$ cat config.mk
export PLATFORM = sky130hd
export DESIGN_NAME = frame_arrival_sync
export DESIGN_NICKNAME = d
export VERILOG_FILES = /design/src/rtl/arrival_pkg.sv /design/src/rtl/interval_tracker.sv /design/src/rtl/loss_watchdog.sv /design/src/rtl/sync_delay_timer.sv /design/src/rtl/frame_arrival_sync.sv
export SDC_FILE = /design/constraint.sdc
export NUM_CORES = 1
export LEC_CHECK = 0
export BUFFER_PORTS_ARGS = -buffer_cell sky130_fd_sc_hd__buf_4
export CAP_MARGIN = 20
export CORE_MARGIN = 1
export CORE_UTILIZATION = 58
export CTS_BUF_LIST = sky130_fd_sc_hd__clkbuf_4
export DETAILED_ROUTE_END_ITERATION = 10
export GPL_TIMING_DRIVEN = 0
export PLACE_DENSITY_LB_ADDON = 0.05
export SLEW_MARGIN = 20
export SYNTH_ARGS = -nofsm -noshare
export SYNTH_HDL_FRONTEND = slang
export SYNTH_SLANG_ARGS = --single-unit
$ cat constraint.sdc
create_clock -name clk -period 13.4 [get_ports clk]
set_clock_uncertainty 0.05 [all_clocks]
set_input_delay 1.34 -clock clk [delete_from_list [all_inputs] [get_ports clk]]
set_output_delay 1.34 -clock clk [all_outputs]
set_load 0.02 [all_outputs]
$ cat src/rtl/arrival_pkg.sv
// Package arrival_pkg
// Shared types and the phase classifier used by the arrival predictor.
// Assumes all counts fit in 32 bits.
package arrival_pkg;

    typedef enum logic [1:0] {
        PH_BAND  = 2'd0,
        PH_LATE  = 2'd1,
        PH_EARLY = 2'd2
    } phase_e;

    // Classify a frame that lands t clocks after the last predicted pulse
    // (t = per means it coincides with the next pulse).
    function automatic phase_e classify(input logic [31:0] t,
                                        input logic [31:0] per,
                                        input int unsigned th);
        if (t >= per)
            return PH_BAND;
        if (t <= (per >> 1))
            return (t > th) ? PH_LATE : PH_BAND;
        return ((per - t) > th) ? PH_EARLY : PH_BAND;
    endfunction

endpackage

$ cat src/rtl/interval_tracker.sv
// Module interval_tracker
// Runs the prediction counter. The first frame sets the origin. Each real
// frame picks the period for the interval in progress (nominal, or nominal
// plus or minus one step), and a loss event returns the period to nominal.
// Assumes cycle_len is held stable, is at least 4, and DIFF_TH >= CORR_STEP.
module interval_tracker
    import arrival_pkg::*;
#(
    parameter int unsigned CNT_W     = 16,
    parameter int unsigned DIFF_TH   = 2,
    parameter int unsigned CORR_STEP = 1
) (
    input  logic             clk,
    input  logic             rst_n,
    input  logic             frame_ok,
    input  logic             loss_hit,
    input  logic [CNT_W-1:0] cycle_len,
    output logic             running,
    output logic             pred_arrive
);
    localparam int unsigned CW1 = CNT_W + 1;

    logic [CNT_W-1:0] pred_cnt;
    logic [CNT_W-1:0] pred_int;
    logic [CW1-1:0]   t_cnt;
    logic             wrap;
    phase_e           ph;
    logic [CNT_W-1:0] nxt_int;

    // Position of the current clock within the predicted interval
    always_comb begin
        t_cnt = {1'b0, pred_cnt} + CW1'(1);
        wrap  = running && (t_cnt >= {1'b0, pred_int});
        ph    = classify(32'(t_cnt), 32'(pred_int), DIFF_TH);
    end

    // Period chosen from the measured phase of a real frame
    always_comb begin
        case (ph)
            PH_LATE:  nxt_int = cycle_len + CNT_W'(CORR_STEP);
            PH_EARLY: nxt_int = cycle_len - CNT_W'(CORR_STEP);
            default:  nxt_int = cycle_len;
        endcase
    end

    // Origin capture, counter wrap, period update
    always_ff @(posedge clk) begin
        if (!rst_n) begin
            running     <= 1'b0;
            pred_cnt    <= '0;
            pred_int    <= '0;
            pred_arrive <= 1'b0;
        end else if (!running) begin
            pred_arrive <= 1'b0;
            if (frame_ok) begin
                running     <= 1'b1;
                pred_cnt    <= '0;
                pred_int    <= cycle_len;
                pred_arrive <= 1'b1;
            end
        end else begin
            if (wrap) begin
                pred_cnt    <= '0;
                pred_arrive <= 1'b1;
            end else begin
                pred_cnt    <= pred_cnt + CNT_W'(1);
                pred_arrive <= 1'b0;
            end
            if (frame_ok)
                pred_int <= nxt_int;
            else if (loss_hit)
                pred_int <= cycle_len;
        end
    end

    // no predicted pulse before the origin frame
    a_r1_quiet_before_origin: assert property (@(posedge clk) disable iff (!rst_n)
        !running |-> !pred_arrive);

    // predicted pulses are single clocks
    a_r2_single_pulse: assert property (@(posedge clk) disable iff (!rst_n)
        pred_arrive |=> !pred_arrive);

    // the period never leaves nominal +/- one step
    a_r5_period_window: assert property (@(posedge clk) disable iff (!rst_n)
        running |-> ((32'(pred_int) <= 32'(cycle_len) + CORR_STEP) &&
                     (32'(pred_int) + CORR_STEP >= 32'(cycle_len))));

endmodule

$ cat src/rtl/loss_watchdog.sv
// Module loss_watchdog
// Counts clocks since the last real or assumed frame. It raises loss_hit
// when the count reaches the limit: nominal + MAX_FLUCT normally, plain
// nominal right after a loss. frame_lost is the registered flag.
// Assumes cycle_len is held stable.
module loss_watchdog #(
    parameter int unsigned CNT_W     = 16,
    parameter int unsigned MAX_FLUCT = 8
) (
    input  logic             clk,
    input  logic             rst_n,
    input  logic             running,
    input  logic             frame_ok,
    input  logic [CNT_W-1:0] cycle_len,
    output logic             loss_hit,
    output logic             frame_lost
);
    localparam int unsigned CW1 = CNT_W + 1;

    logic [CW1-1:0] gap_cnt;
    logic [CW1-1:0] limit;
    logic           after_loss;

    // Active gap limit and the loss condition
    always_comb begin
        limit    = after_loss ? {1'b0, cycle_len}
                              : {1'b0, cycle_len} + CW1'(MAX_FLUCT);
        loss_hit = running && !frame_ok && (gap_cnt >= limit);
    end

    // Gap counter, post-loss mode and the lost flag
    always_ff @(posedge clk) begin
        if (!rst_n || !running) begin
            gap_cnt    <= '0;
            after_loss <= 1'b0;
            frame_lost <= 1'b0;
        end else if (frame_ok) begin
            gap_cnt    <= '0;
            after_loss <= 1'b0;
            frame_lost <= 1'b0;
        end else if (loss_hit) begin
            gap_cnt    <= '0;
            after_loss <= 1'b1;
            frame_lost <= 1'b1;
        end else begin
            gap_cnt    <= gap_cnt + CW1'(1);
            frame_lost <= 1'b0;
        end
    end

    // a loss is flagged for exactly one clock
    a_r7_lost_single: assert property (@(posedge clk) disable iff (!rst_n)
        frame_lost |=> !frame_lost);

    // a real frame at the limit edge prevents the loss
    a_r8_frame_wins: assert property (@(posedge clk) disable iff (!rst_n)
        (frame_ok && running) |=> !frame_lost);

endmodule

$ cat src/rtl/sync_delay_timer.sv
// Module sync_delay_timer
// Loads the offset on each predicted-arrival pulse, counts it down, and
// then emits one sync pulse. A new arrival pulse reloads the delay.
module sync_delay_timer #(
    parameter int unsigned CNT_W = 16
) (
    input  logic             clk,
    input  logic             rst_n,
    input  logic             arrive,
    input  logic [CNT_W-1:0] offset,
    output logic             sync_out
);
    logic [CNT_W-1:0] tmr;
    logic             armed;

    // Delay countdown and sync pulse
    always_ff @(posedge clk) begin
        if (!rst_n) begin
            tmr      <= '0;
            armed    <= 1'b0;
            sync_out <= 1'b0;
        end else begin
            sync_out <= 1'b0;
            if (arrive) begin
                tmr   <= offset;
                armed <= 1'b1;
            end else if (armed) begin
                if (tmr == '0) begin
                    sync_out <= 1'b1;
                    armed    <= 1'b0;
                end else begin
                    tmr <= tmr - CNT_W'(1);
                end
            end
        end
    end

    // a sync pulse only ends an armed countdown
    a_r9_fire_when_armed: assert property (@(posedge clk) disable iff (!rst_n)
        sync_out |-> $past(armed));

endmodule

$ cat src/rtl/frame_arrival_sync.sv
// Module frame_arrival_sync
// Top of the arrival predictor. It connects the interval tracker, the loss
// watchdog and the sync delay timer. Assumes frame_ok strobes last one
// clock and cycle_len stays constant while running.
module frame_arrival_sync #(
    parameter int unsigned CNT_W     = 16,
    parameter int unsigned DIFF_TH   = 2,
    parameter int unsigned CORR_STEP = 1,
    parameter int unsigned MAX_FLUCT = 8
) (
    input  logic             clk,
    input  logic             rst_n,
    input  logic             frame_ok,
    input  logic [CNT_W-1:0] cycle_len,
    input  logic [CNT_W-1:0] sync_offset,
    output logic             pred_arrive,
    output logic             frame_lost,
    output logic             sync_out
);
    logic running;
    logic loss_hit;

    interval_tracker #(
        .CNT_W     (CNT_W),
        .DIFF_TH   (DIFF_TH),
        .CORR_STEP (CORR_STEP)
    ) u_track (
        .clk         (clk),
        .rst_n       (rst_n),
        .frame_ok    (frame_ok),
        .loss_hit    (loss_hit),
        .cycle_len   (cycle_len),
        .running     (running),
        .pred_arrive (pred_arrive)
    );

    loss_watchdog #(
        .CNT_W     (CNT_W),
        .MAX_FLUCT (MAX_FLUCT)
    ) u_loss (
        .clk        (clk),
        .rst_n      (rst_n),
        .running    (running),
        .frame_ok   (frame_ok),
        .cycle_len  (cycle_len),
        .loss_hit   (loss_hit),
        .frame_lost (frame_lost)
    );

    sync_delay_timer #(
        .CNT_W (CNT_W)
    ) u_sync (
        .clk      (clk),
        .rst_n    (rst_n),
        .arrive   (pred_arrive),
        .offset   (sync_offset),
        .sync_out (sync_out)
    );

    // nothing is flagged lost before the origin frame
    a_r1_no_loss_idle: assert property (@(posedge clk) disable iff (!rst_n)
        !running |-> !frame_lost);

endmodule

==> out/qor.csv, run 1 <==
stage,metric,value,unit
run_status,outcome,finished clean,
clocking,CTS resizes,0,
worst_setup_path,Worst path max stage delay,0.59,ns
worst_setup_path,R2R setup slack,5.75,ns
sta,final hold vios,0,
sta,Final setup viols,0,
worst_setup_path,Worst setup SP type,flop,
logic_synthesis,adder-cell share of the synthesized area,13.1,%
worst_setup_path,Crit Reg-Reg Startpoint,u_track.pred_cnt[0],
power,Clk pwr share,26.3,%
floorplan,die area,11600,µm²
clocking,clk slew on worst S/H paths,0.13,ns
worst_setup_path,CP Capture Type,flop,
logic_synthesis,simple-gate share of the synthesized area,24.0,%
clocking,Post CTS Setup Buffer Count,0,
routing,DR DRC count,0,
grt,vias in the first global route,5929,
layout,"most common cell after layout, fill and taps aside",nand2_1,
placed_design,DPL Wire Length,13200,µm
worst_setup_path,"Slowest-stage cell, CP",o41ai_1,
min_path,Hold Crit Class,flop to flop,
worst_setup_path,critical path depth in cells,27,
power,Sequential Power Share,42.7,%
layout,synth-to-layout area growth,9.19,%
routing,via/cell ratio,6.09,
logic_synthesis,syn_nets,900,
sta,fin. max-slew vios,0,
logic_synthesis,Mean Syn Cell Area,8.05,µm²
worst_setup_path,Setup crit start,u_track.pred_cnt[0],
floorplan,Row Count,38,
sta,final hold slack,0.432,ns
clocking,total CTS buffers,9,
grt,largest net degree at the start of global routing,17,
logic_synthesis,Cells after Synth,807,
logic_synthesis,top_reg_cell synth,dfxtp_1,
power,Pint,0.000357,W
job,max_cap viols,0,
placed_design,port buffer count,37,
sta,unrepaired setup endpoints after global routing,no,
sta,setup TNS,0,ns
routing,DR pass1 iterations,5,
floorplan,I/O Pins,38,
sta,Final min period,7.65,ns
floorplan,initial core utilization,59.7,%
clocking,clock root cell,clkbuf_4,
clocking,clock tree buffer depth,2,
routing,Final ANT Viol Nets,0,
worst_setup_path,critical path type,flop to flop,
logic_synthesis,synthesized flop and latch total,71,
placed_design,RD Place Congestion,0.928,
worst_setup_path,crit path capture,u_track.pred_int[15],
power,NetSw,0.000194,W
logic_synthesis,Synth Area in Compound Gates,21.8,%
grt,grt total ovfl,0,
routing,Avg WL per Cell,16.8,µm
layout,n_diodes,0,
layout,Final #Nets,948,
clocking,TritonCTS clock tree,yes,
grt,antenna violations before repair,0,
layout,most frequent cells in the layout,"nand2_1 (74), dfxtp_1 (71), nor2_1 (59)",
worst_setup_path,WP buf/inv,2,
clocking,H-tree levels,3,
routing,Iteration-0 DRC Markers,494,
worst_setup_path,WP data arrival,7.91,ns
power,power per cell area,77.7,nW/µm²
power,Peak supply drop,0.0785,mV
logic_synthesis,main combinational cell family by area after synthesis,simple AND/OR/NAND/NOR gates,
grt,global-route wire length before repair,28100,µm
clocking,post-cts hold buffer count,0,
floorplan,Die Y,108,µm
grt,GRT Resource Usage Total,30.7,%
worst_setup_path,Crit Path Max Fanout,16,
sta,Rel. slew slack,50.7,%
worst_setup_path,Reg2Reg Depth,27,
logic_synthesis,register area share after synthesis,21.9,%
floorplan,core area,10900,µm²
logic_synthesis,asr flop ratio synth,0,%
worst_setup_path,Crit path required time,13.66,ns
floorplan,Die W,108,µm
power,Comb power frac,30.9,%
sta,maximum operating frequency,0.131,GHz
routing,number of vias in the routed layout,6093,
logic_synthesis,Synth Area in XOR/XNOR,12.2,%
worst_setup_path,"CP delay by family, top",compound AO/OA/AOI/OAI gates,
routing,Detailed Route WL,16800,µm
power,Leakage,3.11,nW
logic_synthesis,Post-synth EDFFs,0,
logic_synthesis,YS warnings,0,
power,Net Sw Frac,35.3,%
worst_setup_path,Reg-to-Reg End,u_track.pred_int[15],
clocking,CTS Sinks,71,
logic_synthesis,cell area after synthesis,6500,µm²
sta,Tcrit/Tclk final,57.1,%
clocking,Skew-Pair Late Insertion Delay,0.46,ns
sta,Worst-Margin Slew,0.734,ns
worst_setup_path,Crit path top cell by count,ha_1,
logic_synthesis,Cell variety after synth,82,
layout,layout cells sized above 1,12.2,%
logic_synthesis,mux contribution to synthesized area,1.41,%
[layer usage]
metal	vias up	share of wire, %	GRT usage (%)
met4	0	3.6	14.7
met3	47	5.4	5.33
met2	189	47	51.5
li1	3011	-	-
met5	-	0	0
met1	2846	44	37.9
[through the flow]
step	setup WS (ns)	cell area [µm²]	utilization (%)	std cells	power (W)
floorplan	7.38	6500	-	807	0.000360
global placement	6.10	6950	63.8	984	0.000401
detailed placement	5.89	6950	63.8	984	0.000407
CTS	5.84	7090	65.1	1000	0.000552
global route	5.36	7090	65.1	1000	0.000582
finish	5.75	7090	65.1	1000	0.000551
[registers in the layout, summed over array words and instances (netlist names)]
signal / count
u_loss.gap_cnt: 17
u_sync.tmr: 16
u_track.pred_cnt: 16
u_track.pred_int: 16
u_loss.after_loss: 1
u_loss.frame_lost: 1
u_sync.armed: 1
u_sync.sync_out: 1
u_track.pred_arrive: 1
u_track.running: 1
[power groups by stage]
stage               Clock (W)  Combinational, W  Sequential (W)
finish               0.000145          0.000171        0.000236
CTS                  0.000148          0.000169        0.000235
floorplan                   0          0.000124        0.000236
global route         0.000156          0.000189        0.000237
detailed placement          0          0.000167        0.000240
global placement            0          0.000162        0.000239
[Yosys cell counts, types with 4 or more instances]
library cell / number / share of area [%]
and3_1: 10 / 0.96
or2_2: 4 / 0.39
mux2i_1: 8 / 1.2
a21boi_0: 5 / 0.58
a21o_1: 14 / 1.6
nor4_1: 8 / 0.77
o31ai_1: 5 / 0.58
nand2_1: 74 / 4.3
a211oi_1: 7 / 0.81
buf_2: 4 / 0.31
a22oi_1: 10 / 1.2
maj3_2: 4 / 0.69
nor2b_1: 17 / 1.6
nor2_1: 59 / 3.4
xnor2_1: 46 / 6.2
o21ai_1: 7 / 0.54
o211a_1: 18 / 2.8
dfxtp_1: 71 / 22
inv_2: 4 / 0.23
o21a_1: 6 / 0.69
or3_1: 8 / 0.77
nand4_1: 14 / 1.3
nor3_1: 13 / 1.0
buf_6: 4 / 0.69
o21ai_0: 32 / 2.5
o211ai_1: 16 / 1.8
a31oi_1: 9 / 0.87
or4_1: 4 / 0.46
ha_1: 56 / 11
a211o_1: 4 / 0.54
nand2b_1: 4 / 0.39
and2_1: 17 / 1.6
maj3_1: 5 / 0.77
clkbuf_1: 24 / 1.4
xor2_1: 31 / 4.2
nand3_1: 32 / 2.5
a21oi_1: 26 / 2.0
o2111ai_1: 6 / 0.81
inv_1: 50 / 2.9
[worst min path at each step]
stage | start | endpoint | slack, ns | cells past startpoint
after floorplan | u_loss.gap_cnt[0] | u_loss.gap_cnt[0] | 0.38 | 1
after global routing | u_loss.gap_cnt[0] | u_loss.gap_cnt[0] | 0.45 | 1
final | u_loss.gap_cnt[0] | u_loss.gap_cnt[0] | 0.43 | 1
after CTS | u_loss.gap_cnt[0] | u_loss.gap_cnt[0] | 0.44 | 1
after global placement | u_loss.gap_cnt[0] | u_loss.gap_cnt[0] | 0.39 | 1
after detailed placement | u_loss.gap_cnt[0] | u_loss.gap_cnt[0] | 0.41 | 1
[layout make-up]
type,count,area [µm²]
plain buffers,32,155
fillers,976,3790
multi-input cells,648,4710
clock inverters,6,68.8
flip-flops and latches,71,1420
clock buffers,10,75.1
repair buffers,37,278
inverters,56,210
well taps,140,175
[cells by family after synthesis]
family                   after synthesis
AO/OA/AOI/OAI                        195
XOR/XNOR                              83
adder cells (fa/ha/maj)               68
buffers and inverters                 88
flip-flops                            71
multiplexers                           9
AND/OR/NAND/NOR                      293
Power figures use the tool's default switching activity.
==> run 2: changes to the inputs <==
- clock period: 13.4 -> 7.2 ns (I/O delays scaled with it)
==> run 2 against run 1 <==
Register-to-register slack worse by 5.4 ns. Critical path type unchanged. Sequential power up 86%. Non-clock buffer count rose by 1. Largest cell class unchanged. Clock-buffer cell count is the same. Power is 87% higher. Critical path depth is the same.
==> out/qor.csv, run 2 (synthesis results as in run 1) <==
stage,metric,value,unit,change
floorplan,initial core utilization,59.7,%,unchanged
sta,Worst-Margin Slew,0.731,ns,-0.00365 ns
clocking,TritonCTS clock tree,yes,,
min_path,Hold Crit Class,input pin to flop,,
clocking,clock root cell,clkbuf_4,,
job,max_cap viols,0,,unchanged
floorplan,die area,11600,µm²,unchanged
grt,GRT Resource Usage Total,30.8,%,+0.090 points
power,Leakage,3.13,nW,+0.78%
layout,n_diodes,0,,unchanged
sta,Final setup viols,0,,unchanged
sta,Rel. slew slack,50.9,%,+0.25 points
sta,fin. max-slew vios,0,,unchanged
floorplan,Die W,108,µm,unchanged
grt,largest net degree at the start of global routing,17,,unchanged
layout,Final #Nets,949,,+0.11%
placed_design,DP Cell Count,984,,unchanged
floorplan,I/O Pins,38,,unchanged
sta,Final min period,6.86,ns,-0.786 ns
layout,most frequent cells in the layout,"nand2_1 (74), dfxtp_1 (70), nor2_1 (59)",,
clocking,CTS Sinks,71,,unchanged
grt,antenna violations before repair,0,,unchanged
floorplan,core area,10900,µm²,unchanged
worst_setup_path,Crit Path Max Fanout,16,,unchanged
floorplan,Row Count,38,,unchanged
floorplan,Die Y,108,µm,unchanged
grt,global-route wire length before repair,28100,µm,+0.17%
placed_design,placed instance area,6950,µm²,unchanged
layout,synth-to-layout area growth,10.1,%,
placed_design,DPL Wire Length,13200,µm,unchanged
grt,vias in the first global route,5930,,+0.017%
power,Peak supply drop,0.146,mV,+86%
layout,"most common cell after layout, fill and taps aside",nand2_1,,
layout,max FFs per register,17,,unchanged
run_status,outcome,finished clean,,
layout,design area,7150,µm²,+0.85%
layout,Finished Layout Cells,1001,,+0.10%
worst_setup_path,CP Capture Type,flop,,
layout,Largest Register,u_loss.gap_cnt,,
routing,via/cell ratio,6.14,,+0.77%
routing,Avg WL per Cell,16.9,µm,+0.44%
placed_design,port buffer count,37,,unchanged
placed_design,RD Place Congestion,0.928,,unchanged
worst_setup_path,Crit path required time,7.47,ns,-6.19 ns
routing,DR pass1 iterations,5,,unchanged
power,power per cell area,144,nW/µm²,+85%
clocking,post-cts hold buffer count,0,,unchanged
routing,Detailed Route WL,16900,µm,+0.54%
routing,Final ANT Viol Nets,0,,unchanged
placed_design,DP Worst Slack,-0.307,ns,-6.20 ns
sta,final worst setup slack,0.337,ns,-5.41 ns
worst_setup_path,critical path type,flop to flop,,
layout,layout cells sized above 1,12.9,%,+0.68 points
clocking,H-tree levels,3,,unchanged
clocking,clk slew on worst S/H paths,0.13,ns,about the same
clocking,clock tree buffer depth,2,,unchanged
worst_setup_path,Worst setup SP type,flop,,
min_path,Hold Path Stages,2,,+1
clocking,total CTS buffers,9,,unchanged
worst_setup_path,Reg2Reg Depth,27,,unchanged
worst_setup_path,WP data arrival,7.13,ns,-0.78 ns
sta,maximum operating frequency,0.146,GHz,+11%
routing,Iteration-0 DRC Markers,543,,+9.9%
sta,final hold vios,0,,unchanged
routing,DR DRC count,0,,unchanged
routing,number of vias in the routed layout,6146,,+0.87%
layout,FILL cells,972,,-0.41%
sta,Tcrit/Tclk final,95.3,%,+38 points
grt,grt total ovfl,0,,unchanged
clocking,Skew-Pair Late Insertion Delay,0.46,ns,about the same
## run 2: changes by cell type in the layout (fill, tap and decap cells not counted), sizes merged
cell / delta
buf: +1
## run 2: timing repair
item | 4_1_cts | 5_1_grt
resized for setup | 2 | 7
pin swaps | 1 | 0
endpoints found under the setup margin | 3 | 7
setup buffers | 1 | 0
## run 2: layer usage
metal | routed length, µm | track usage (%)
met1 | 7410 | 37.9
met2 | 7910 | 51.3
met3 | 936 | 5.51
met4 | 629 | 15.4
met5 | 0 | 0
## run 2: final timing paths
kind                       startpoint              endpoint  slack [ns]
setup / recovery  u_track.pred_cnt[1]  u_track.pred_int[15]        0.34
hold / removal         sync_offset[0]         u_sync.tmr[0]        0.43
setup reg to reg  u_track.pred_cnt[1]  u_track.pred_int[15]        0.34
hold reg to reg     u_loss.gap_cnt[0]     u_loss.gap_cnt[0]        0.43
## run 2: stage by stage
stage	hold WS (ns)	TNS [ns]	total power, W	utilization, %
after global placement	0.392	-0.101	0.000747	63.8
final	0.431	0	0.00103	65.7
after detailed placement	0.407	-0.307	0.000758	63.8
after floorplan	0.380	0	0.000670	-
after CTS	0.410	0	0.00103	65.3
after global routing	0.411	-0.00685	0.00109	65.7
## run 2: power breakdown
group	total (W)	switching, W	leakage [nW]	internal, W
clock	0.000269	0.000158	0.0770	0.000111
combinational	0.000321	0.000181	2.48	0.000140
sequential	0.000439	0.0000248	0.580	0.000414
total	0.00103	0.000363	3.13	0.000666
## run 2: critical path: stages (launching register included)
cell and delay [ns]:
dfxtp_1 0.44, ha_2 0.30, nand4_2 0.29, nor4_4 0.39, nand3_1 0.18, xnor2_2 0.28, inv_1 0.08, ha_1 0.27
clkbuf_1 0.23, a311oi_1 0.31, o2111ai_1 0.23, nor4_4 0.18, o2111ai_1 0.22, a2111oi_4 0.42, a211oi_2 0.15, ha_4 0.25
ha_1 0.30, a21o_1 0.11, a21oi_1 0.09, o21a_1 0.20, o21ai_0 0.36, a211oi_1 0.19, o41ai_2 0.47, nand2_1 0.13
nor4_1 0.20, a211oi_1 0.10, xor2_1 0.19, a21oi_1 0.09
## run 2: layout make-up
type | count | area, µm² | area share (%)
tap | 140 | 175 | 2.45
clock inverter | 6 | 68.8 | 0.962
timing repair buffer | 38 | 285 | 3.99
multi-input combinational | 648 | 4760 | 66.6
clock buffer | 10 | 75.1 | 1.05
buffer | 32 | 155 | 2.17
sequential | 71 | 1420 | 19.9
inverter | 56 | 210 | 2.94
